File: src/rtl/mgmt_pkg.sv
package mgmt_pkg;

  localparam int PHY_AW = 5;
  localparam int REG_AW = 5;
  localparam int TA_W   = 2;
  localparam int HDR_W  = 4 + PHY_AW + REG_AW;

  localparam logic [1:0] SOF_PAT = 2'b01;
  localparam logic [1:0] OP_RD   = 2'b10;
  localparam logic [1:0] OP_WR   = 2'b01;
  localparam logic [1:0] TA_WR   = 2'b10;

  typedef enum logic [2:0] {
    SQ_IDLE,
    SQ_PRE,
    SQ_SHIFT,
    SQ_WIDLE,
    SQ_RIDLE,
    SQ_ACK,
    SQ_RDATA,
    SQ_TRAIL
  } seq_state_e;

endpackage

File: src/rtl/mgmt_tick_gen.sv
module mgmt_tick_gen #(
  parameter int DIV_HALF = 4
) (
  input  logic clk,
  input  logic rst_n,
  input  logic run_i,
  output logic tick_o
);

  localparam int DW = (DIV_HALF > 1) ? $clog2(DIV_HALF) : 1;
  localparam logic [DW-1:0] LAST = DW'(DIV_HALF - 1);

  logic [DW-1:0] cnt_q, cnt_d;

  assign tick_o = run_i && (cnt_q == LAST);

  always_comb begin
    if (!run_i || tick_o) begin
      cnt_d = '0;
    end else begin
      cnt_d = cnt_q + DW'(1);
    end
  end

  always_ff @(posedge clk or negedge rst_n) begin
    if (!rst_n) begin
      cnt_q <= '0;
    end else begin
      cnt_q <= cnt_d;
    end
  end

endmodule

File: src/rtl/mgmt_in_sync.sv
module mgmt_in_sync #(
  parameter int   STAGES  = 2,
  parameter logic RST_VAL = 1'b1
) (
  input  logic clk,
  input  logic rst_n,
  input  logic din,
  output logic dout
);

  if (STAGES <= 1) begin : g_single
    logic s_q;
    always_ff @(posedge clk or negedge rst_n) begin
      if (!rst_n) begin
        s_q <= RST_VAL;
      end else begin
        s_q <= din;
      end
    end
    assign dout = s_q;
  end else begin : g_chain
    logic [STAGES-1:0] s_q;
    always_ff @(posedge clk or negedge rst_n) begin
      if (!rst_n) begin
        s_q <= {STAGES{RST_VAL}};
      end else begin
        s_q <= {s_q[STAGES-2:0], din};
      end
    end
    assign dout = s_q[STAGES-1];
  end

endmodule

File: src/rtl/mgmt_frame_seq.sv
module mgmt_frame_seq
  import mgmt_pkg::*;
#(
  parameter int PRE_LEN = 32,
  parameter int DATA_W  = 16
) (
  input  logic              clk,
  input  logic              rst_n,
  input  logic              tick_i,
  input  logic              start_i,
  input  logic              write_i,
  input  logic [PHY_AW-1:0] phy_addr_i,
  input  logic [REG_AW-1:0] reg_addr_i,
  input  logic [DATA_W-1:0] wdata_i,
  input  logic              mdio_i,
  output logic              run_o,
  output logic              mdc_o,
  output logic              mdio_o,
  output logic              mdio_oe_o,
  output logic              busy_o,
  output logic              done_o,
  output logic [DATA_W-1:0] rdata_o,
  output logic              nack_o
);

  localparam int TX_W    = HDR_W + TA_W + DATA_W;
  localparam int MAX_CNT = (PRE_LEN > TX_W) ? PRE_LEN : TX_W;
  localparam int CNT_W   = $clog2(MAX_CNT) + 1;

  localparam logic [CNT_W-1:0] PRE_LAST  = CNT_W'(PRE_LEN - 1);
  localparam logic [CNT_W-1:0] TX_LAST   = CNT_W'(TX_W - 1);
  localparam logic [CNT_W-1:0] HDR_LAST  = CNT_W'(HDR_W - 1);
  localparam logic [CNT_W-1:0] DATA_LAST = CNT_W'(DATA_W - 1);

  seq_state_e        state_q, state_d;
  logic [CNT_W-1:0]  cnt_q, cnt_d;
  logic              mdc_q, mdc_d;
  logic              dout_q, dout_d;
  logic              oe_q, oe_d;
  logic [TX_W-1:0]   tx_q, tx_d;
  logic [DATA_W-1:0] rx_q, rx_d;
  logic              wr_q, wr_d;
  logic              fail_q, fail_d;
  logic [DATA_W-1:0] rdata_q, rdata_d;
  logic              nack_q, nack_d;
  logic              done_q, done_d;

  logic active;
  logic rise_evt;
  logic fall_evt;
  logic cnt_zero;

  assign active   = (state_q != SQ_IDLE);
  assign rise_evt = active && tick_i && !mdc_q;
  assign fall_evt = active && tick_i && mdc_q;
  assign cnt_zero = (cnt_q == '0);

  // next-state logic
  always_comb begin
    state_d = state_q;
    cnt_d   = cnt_q;
    mdc_d   = mdc_q;
    dout_d  = dout_q;
    oe_d    = oe_q;
    tx_d    = tx_q;
    rx_d    = rx_q;
    wr_d    = wr_q;
    fail_d  = fail_q;
    rdata_d = rdata_q;
    nack_d  = nack_q;
    done_d  = 1'b0;

    if (!active) begin
      mdc_d = 1'b0;
      if (start_i) begin
        wr_d    = write_i;
        tx_d    = {SOF_PAT, (write_i ? OP_WR : OP_RD), phy_addr_i,
                   reg_addr_i, TA_WR, wdata_i};
        rx_d    = '0;
        fail_d  = 1'b0;
        state_d = SQ_PRE;
        cnt_d   = PRE_LAST;
        dout_d  = 1'b1;
        oe_d    = 1'b1;
      end
    end else if (rise_evt) begin
      // end of the low half: sample, then raise the clock
      mdc_d = 1'b1;
      if (state_q == SQ_ACK) begin
        fail_d = mdio_i;
      end
      if ((state_q == SQ_RDATA) && !fail_q) begin
        rx_d = {rx_q[DATA_W-2:0], mdio_i};
      end
    end else if (fall_evt) begin
      // end of the high half: close this cycle, set up the next one
      mdc_d = 1'b0;
      unique case (state_q)
        SQ_PRE: begin
          if (cnt_zero) begin
            state_d = SQ_SHIFT;
            cnt_d   = wr_q ? TX_LAST : HDR_LAST;
            dout_d  = tx_q[TX_W-1];
            tx_d    = {tx_q[TX_W-2:0], 1'b0};
          end else begin
            cnt_d = cnt_q - CNT_W'(1);
          end
        end
        SQ_SHIFT: begin
          if (cnt_zero) begin
            state_d = wr_q ? SQ_WIDLE : SQ_RIDLE;
            dout_d  = wr_q;
          end else begin
            cnt_d  = cnt_q - CNT_W'(1);
            dout_d = tx_q[TX_W-1];
            tx_d   = {tx_q[TX_W-2:0], 1'b0};
          end
        end
        SQ_WIDLE: begin
          state_d = SQ_IDLE;
          oe_d    = 1'b0;
          nack_d  = 1'b0;
          done_d  = 1'b1;
        end
        SQ_RIDLE: begin
          state_d = SQ_ACK;
          oe_d    = 1'b0;
          dout_d  = 1'b1;
        end
        SQ_ACK: begin
          state_d = SQ_RDATA;
          cnt_d   = DATA_LAST;
        end
        SQ_RDATA: begin
          if (cnt_zero) begin
            state_d = SQ_TRAIL;
          end else begin
            cnt_d = cnt_q - CNT_W'(1);
          end
        end
        SQ_TRAIL: begin
          state_d = SQ_IDLE;
          nack_d  = fail_q;
          rdata_d = fail_q ? '0 : rx_q;
          done_d  = 1'b1;
        end
        default: begin
          state_d = SQ_IDLE;
        end
      endcase
    end
  end

  // state registers
  always_ff @(posedge clk or negedge rst_n) begin
    if (!rst_n) begin
      state_q <= SQ_IDLE;
      cnt_q   <= '0;
      mdc_q   <= 1'b0;
      dout_q  <= 1'b1;
      oe_q    <= 1'b0;
      tx_q    <= '0;
      rx_q    <= '0;
      wr_q    <= 1'b0;
      fail_q  <= 1'b0;
      rdata_q <= '0;
      nack_q  <= 1'b0;
      done_q  <= 1'b0;
    end else begin
      state_q <= state_d;
      cnt_q   <= cnt_d;
      mdc_q   <= mdc_d;
      dout_q  <= dout_d;
      oe_q    <= oe_d;
      tx_q    <= tx_d;
      rx_q    <= rx_d;
      wr_q    <= wr_d;
      fail_q  <= fail_d;
      rdata_q <= rdata_d;
      nack_q  <= nack_d;
      done_q  <= done_d;
    end
  end

  assign run_o     = active;
  assign busy_o    = active;
  assign mdc_o     = mdc_q;
  assign mdio_o    = dout_q;
  assign mdio_oe_o = oe_q;
  assign done_o    = done_q;
  assign rdata_o   = rdata_q;
  assign nack_o    = nack_q;

endmodule

File: src/rtl/mgmt_serial_master.sv
module mgmt_serial_master
  import mgmt_pkg::*;
#(
  parameter int DIV_HALF    = 4,
  parameter int PRE_LEN     = 32,
  parameter int DATA_W      = 16,
  parameter int SYNC_STAGES = 2
) (
  input  logic              clk,
  input  logic              rst_n,
  input  logic              start_i,
  input  logic              write_i,
  input  logic [PHY_AW-1:0] phy_addr_i,
  input  logic [REG_AW-1:0] reg_addr_i,
  input  logic [DATA_W-1:0] wdata_i,
  output logic              busy_o,
  output logic              done_o,
  output logic [DATA_W-1:0] rdata_o,
  output logic              nack_o,
  output logic              mdc_o,
  output logic              mdio_o,
  output logic              mdio_oe_o,
  input  logic              mdio_i
);

  logic [1:0] rst_sync_q;
  logic       rst_int_n;
  logic       run;
  logic       tick;
  logic       mdio_sync;

  // asynchronous assert, synchronous release
  always_ff @(posedge clk or negedge rst_n) begin
    if (!rst_n) begin
      rst_sync_q <= 2'b00;
    end else begin
      rst_sync_q <= {rst_sync_q[0], 1'b1};
    end
  end
  assign rst_int_n = rst_sync_q[1];

  mgmt_tick_gen #(
    .DIV_HALF (DIV_HALF)
  ) u_tick (
    .clk    (clk),
    .rst_n  (rst_int_n),
    .run_i  (run),
    .tick_o (tick)
  );

  mgmt_in_sync #(
    .STAGES  (SYNC_STAGES),
    .RST_VAL (1'b1)
  ) u_sync (
    .clk   (clk),
    .rst_n (rst_int_n),
    .din   (mdio_i),
    .dout  (mdio_sync)
  );

  mgmt_frame_seq #(
    .PRE_LEN (PRE_LEN),
    .DATA_W  (DATA_W)
  ) u_seq (
    .clk        (clk),
    .rst_n      (rst_int_n),
    .tick_i     (tick),
    .start_i    (start_i),
    .write_i    (write_i),
    .phy_addr_i (phy_addr_i),
    .reg_addr_i (reg_addr_i),
    .wdata_i    (wdata_i),
    .mdio_i     (mdio_sync),
    .run_o      (run),
    .mdc_o      (mdc_o),
    .mdio_o     (mdio_o),
    .mdio_oe_o  (mdio_oe_o),
    .busy_o     (busy_o),
    .done_o     (done_o),
    .rdata_o    (rdata_o),
    .nack_o     (nack_o)
  );

endmodule

File: config.mk
export PLATFORM = sky130hd
export DESIGN_NAME = mgmt_serial_master
export DESIGN_NICKNAME = d
export VERILOG_FILES = /design/src/rtl/mgmt_pkg.sv /design/src/rtl/mgmt_tick_gen.sv /design/src/rtl/mgmt_in_sync.sv /design/src/rtl/mgmt_frame_seq.sv /design/src/rtl/mgmt_serial_master.sv
export SDC_FILE = /design/constraint.sdc
export NUM_CORES = 1
export LEC_CHECK = 0
export CORE_MARGIN = 5
export CORE_UTILIZATION = 25
export DETAILED_ROUTE_END_ITERATION = 6
export PLACE_DENSITY_LB_ADDON = 0.05
export SLEW_MARGIN = 0
export SYNTH_ARGS = -nofsm -noshare
export SYNTH_HDL_FRONTEND = slang
export SYNTH_SLANG_ARGS = --single-unit
File: constraint.sdc
create_clock -name clk -period 4.2 [get_ports clk]
set_input_delay 1.26 -clock clk [delete_from_list [all_inputs] [get_ports clk]]
set_output_delay 1.26 -clock clk [all_outputs]
set_load 0.05 [all_outputs]
Word level (Yosys, flattened, before mapping)
Cells that the tools add are included.
Widths: inputs -> output; s select.
Word-level totals
  word-level logic and storage cells: 122
  bits of input ports: 31
  output and inout port bits: 22
  bits in registers: 86
Operators by class
  eq/ne operators: 23
  reductions and logical operators: 26
  $add $sub $neg: 2
  mux-type cells: 54
  bitwise gates (word level): 2
Operator list (count)
  $mux 32: 6
  $mux 16: 5
  $pmux 32 s2: 1
  $mux 6: 6
  $mux 3: 8
  $mux 1: 21
  $ne 3x3->1 const B: 7
  $pmux 6 s3: 1
  $pmux 3 s5: 1
  $eq 3x3->1 const B: 4
  $ne 2x2->1 const B: 6
  $reduce_and 4->1: 3
  $reduce_and 6->1: 2
  $reduce_and 5->1: 2
  $ne 4x4->1 const B: 2
  $eq 3x2->1 const B: 2
  $logic_not 6->1: 1
  $reduce_and 3->1: 2
  $reduce_or 2->1: 3
  $sub 6x1->6 const B: 1
  $logic_and 1x1->1: 5
  $mux 5: 1
  $mux 2: 2
  $reduce_bool 2->1: 2
  10 further kinds: 13

Logic depth before layout (Yosys ltp)
  depth after elaboration: 7
  gate-level depth with buffers: 9
  mapped depth without buffers: 7

Hierarchy
A second synthesis with hierarchy kept.
Second synthesis, totals
  cells, all modules: 457
  area, all modules: 4414.2 um^2
Modules (own cells, without submodules)
  mgmt_frame_seq: area an instance 4216.5 um^2, cells each 446, sequential area each 2003.2 um^2, times used 1
  mgmt_tick_gen: area an instance 91.3 um^2, cells each 6, sequential area each 50.0 um^2, times used 1
  mgmt_serial_master: area an instance 53.8 um^2, cells each 3, sequential area each 50.0 um^2, times used 1
  mgmt_in_sync: area an instance 52.6 um^2, cells each 2, sequential area each 52.6 um^2, times used 1

Worst setup path before layout
No wires, ideal clock.
  path type: input to register
  start point: in start_i
  end point: reg u_seq.tx_q[16]
  path buffers: 1
  required time: 4.117 ns
  stages: 6
  library setup time: 0.083 ns
  path slack: 1.470 ns
  arrival: 2.648 ns
  cell sequence: or4b_4 o21a_1 a2111oi_4 buf_4 nand3_1 o21ai_0
Between the ends
  word-level cells in the longest chain between the ends: 2
Ends and longest elaborated chain
  start, declared: line mgmt_serial_master.sv:11  | input logic start_i,
  $reduce_bool 2->1 (no line)
  $reduce_and 6->1 (no line)
  end signal, assigned: line mgmt_frame_seq.sv:175  | tx_q <= tx_d;
  end, declared: line mgmt_frame_seq.sv:40  | logic [TX_W-1:0] tx_q, tx_d;
No other way between the ends.
A chain may end at the register's enable or synchronous reset.

Final worst setup path
  start point: in start_i
  end point: reg u_seq.cnt_q[5]
Between the ends
  word-level cells in the longest chain between the ends: 2
Ends and longest elaborated chain
  $reduce_bool 2->1 (no line)
  $reduce_and 5->1 (no line)
  end signal, assigned: line mgmt_frame_seq.sv:171  | cnt_q <= cnt_d;
  end, declared: line mgmt_frame_seq.sv:36  | logic [CNT_W-1:0] cnt_q, cnt_d;
No other way between the ends.

==> results_dict.tcl <==
set metrics [dict create \
    min_period_ns 3.21 \
    nFillCells 1625 \
    layout.nets 476 \
    grt_max_degree 65 \
    synth_edf_count 0 \
    final_cell_mix "dfrtp_1 (82), nand2_1 (78), clkdlybuf4s50_1 (51), nor2_1 (37), o21ai_0 (30)" \
    synthFlopType "dfrtp_1" \
    core_um2 15100 \
    num_rows 45 \
    ys_warn_count 0 \
    avgSynthCellArea_um2 9.56 \
    die_y_um 133 \
    hold_buffers 0 \
    synthTopCellsByArea "dfrtp_1 (55%), nand2_1 (7.7%), a31oi_1 (4.4%)" \
    netlist-cell-type-count 44 \
    setup_violations 0 \
    grt_pass1_vias 3106 \
    max_freq_mhz 312 \
    startpoint_type "input pin" \
    synth-seq-area-share_pct 56.7 \
    rsz0062_at_grt "false" \
    ctsRootBufferMaster "clkbuf_16" \
    syn_inst 398 \
    relSlewSlack_pct 18.3 \
    leakagePower_nw 2.03 \
    antenna_cells 0 \
    skew_ns 0.00587 \
    overflow 0 \
    grtUsageTotal_pct 10.9 \
    holdWs_ns 0.353 \
    cts_tree "yes" \
    start_util_pct 25.2 \
    ir_drop_v 0.000164 \
    clock_path_buffers 2 \
    die_x_um 133 \
    synth-seq-cells 86 \
    yosys.area.top_type_share_pct 54.6 \
    async_flop_share_pct 100 \
    final_common_cell "dfrtp_1" \
    cts_resized 0 \
    vias 2895 \
    r2r_setup_slack_ns 1.44 \
    cp_max_fo 11 \
    wire_per_inst_um 14.3 \
    h-tree-depth 3 \
    clk_pin_slew_ns 0.06 \
    dp_hpwl_um 5820 \
    wirelength_um 9060 \
    yosys.area.top_type "dfrtp_1" \
    drt_iter0_drc 221 \
    hold_class "reg -> reg" \
    multi_input_area_um2 1490 \
    synth_fp_nets 432 \
    period_share_pct 76.4 \
    path_class "in -> reg" \
    tns_ns 0 \
    tightest_slew_ns 1.21 \
    layout-drive-gt1-share_pct 7.83 \
    p_per_area_nw_per_um2 374 \
    slew_viol_final 0 \
    io_buffers 52 \
    outcome "finished, final reports clean" \
    die-area_um2 17800 \
    drtPass1Iterations 6 \
    clock_sinks 86 \
    final_antenna_net_count 0 \
    areaGrowthSynthToFinish_pct 27.8 \
    end_kind "flip-flop" \
    cap_violations 0 \
    antenna_found_initial 0 \
    grt_pass1_wl_um 15800 \
    place.gp.congestion 0.754 \
    crit_required_ns 4.43 \
    regArea_um2 2160 \
    finalHoldViolations 0 \
    drc 0 \
    critPathArrivalTime_ns 3.44 \
    postCtsSetupBuffers 0 \
    cts_buffers 9 \
    vias_per_cell 4.56 \
    pin_count 53 \
    synth_area_um2 3800 \
    clk_latency_ns 0.34 \
]
[per-layer routing]
metal | vias to the layer above | wire length (µm) | global-route usage [%]
li1 | 1459 | - | -
met1 | 1370 | 4510 | 15.1
met2 | 56 | 4080 | 16.6
met3 | 10 | 324 | 2.34
met4 | 0 | 143 | 4.80
met5 | - | 0 | 0
[area by class of cell]
class | count | area share [%]
clock inverters | 6 | 2.24
well taps | 188 | 4.84
multi-input cells | 273 | 30.7
inverters | 14 | 1.08
clock buffers | 10 | 4.92
flip-flops and latches | 86 | 44.4
repair buffers | 58 | 11.8
[critical path, stage by stage]
cell,delay (ns)
clkdlybuf4s50_1,0.48
or4b_4,0.50
o21ai_0,0.14
o21ai_0,0.48
o21bai_1,0.34
a22o_1,0.24
[stage by stage]
stage / power, mW / setup slack [ns] / area, µm² / instances / util, %
finish: 1.82 / 0.992 / 4860 / 635 / 32.2
global route: 1.89 / 0.810 / 4860 / 635 / 32.2
CTS: 1.85 / 1.02 / 4860 / 635 / 32.2
detailed placement: 0.904 / 0.640 / 4510 / 619 / 29.9
global placement: 0.904 / 0.697 / 4510 / 619 / 29.9
floorplan: 0.865 / 1.47 / 3800 / 398 / -
[final timing paths]
check                      cells after the start               to      startpoint
max                                            6   u_seq.cnt_q[5]         start_i
min                                            0    rst_sync_q[1]   rst_sync_q[0]
max reg2reg                                    7   u_seq.cnt_q[3]  u_seq.cnt_q[0]
min reg2reg                                    0    rst_sync_q[1]   rst_sync_q[0]
max in group asynchronous                      1     u_seq.fail_q   rst_sync_q[1]
min in group asynchronous                      0  u_tick.cnt_q[1]   rst_sync_q[1]
[sequential cells by signal, summed over array words and instances, names as in the netlist, 2 cells and up]
register            count
u_seq.rdata_o          16
u_sync.g_chain.s_q      2
u_seq.tx_q             32
u_seq.cnt_q             6
u_tick.cnt_q            2
u_seq.rx_q             16
u_seq.state_q           3
rst_sync_q              2
[Yosys cell counts (2+ instances only)]
| cell type | count |
|---|---|
| dfrtp_1 | 83 |
| nand2_1 | 78 |
| nor2_1 | 37 |
| o21ai_0 | 30 |
| a31oi_1 | 27 |
| nand2b_1 | 19 |
| clkbuf_1 | 17 |
| a21oi_1 | 16 |
| a22o_1 | 16 |
| inv_1 | 13 |
| nand3_1 | 7 |
| nor3_1 | 7 |
| buf_2 | 4 |
| buf_4 | 3 |
| dfstp_2 | 3 |
| ha_1 | 3 |
| o22ai_1 | 3 |
| a221oi_1 | 2 |
| a22oi_1 | 2 |
| and2_1 | 2 |
| mux2_2 | 2 |
| o31ai_1 | 2 |
[power by group]
group	total, mW	switching, mW	internal [mW]
combinational	0.0410	0.0138	0.0272
sequential	0.845	0.0126	0.833
clock	0.931	0.334	0.597
[cells by family (layout without fill, tap and decap cells)]
logic type | Yosys count | in the layout | synth area share, %
AND/OR/NAND/NOR | 158 | 158 | 18.5
multiplexers | 3 | 3 | 0.855
adder cells (fa/ha/maj) | 3 | 3 | 0.987
XOR/XNOR | 1 | 1 | 0.230
flip-flops | 86 | 86 | 56.7
AO/OA/AOI/OAI | 107 | 107 | 18.4
other | 1 | 1 | 0.0986
buffers and inverters | 39 | 88 | 4.28
Note: power is estimated with default switching activity, not from simulation.
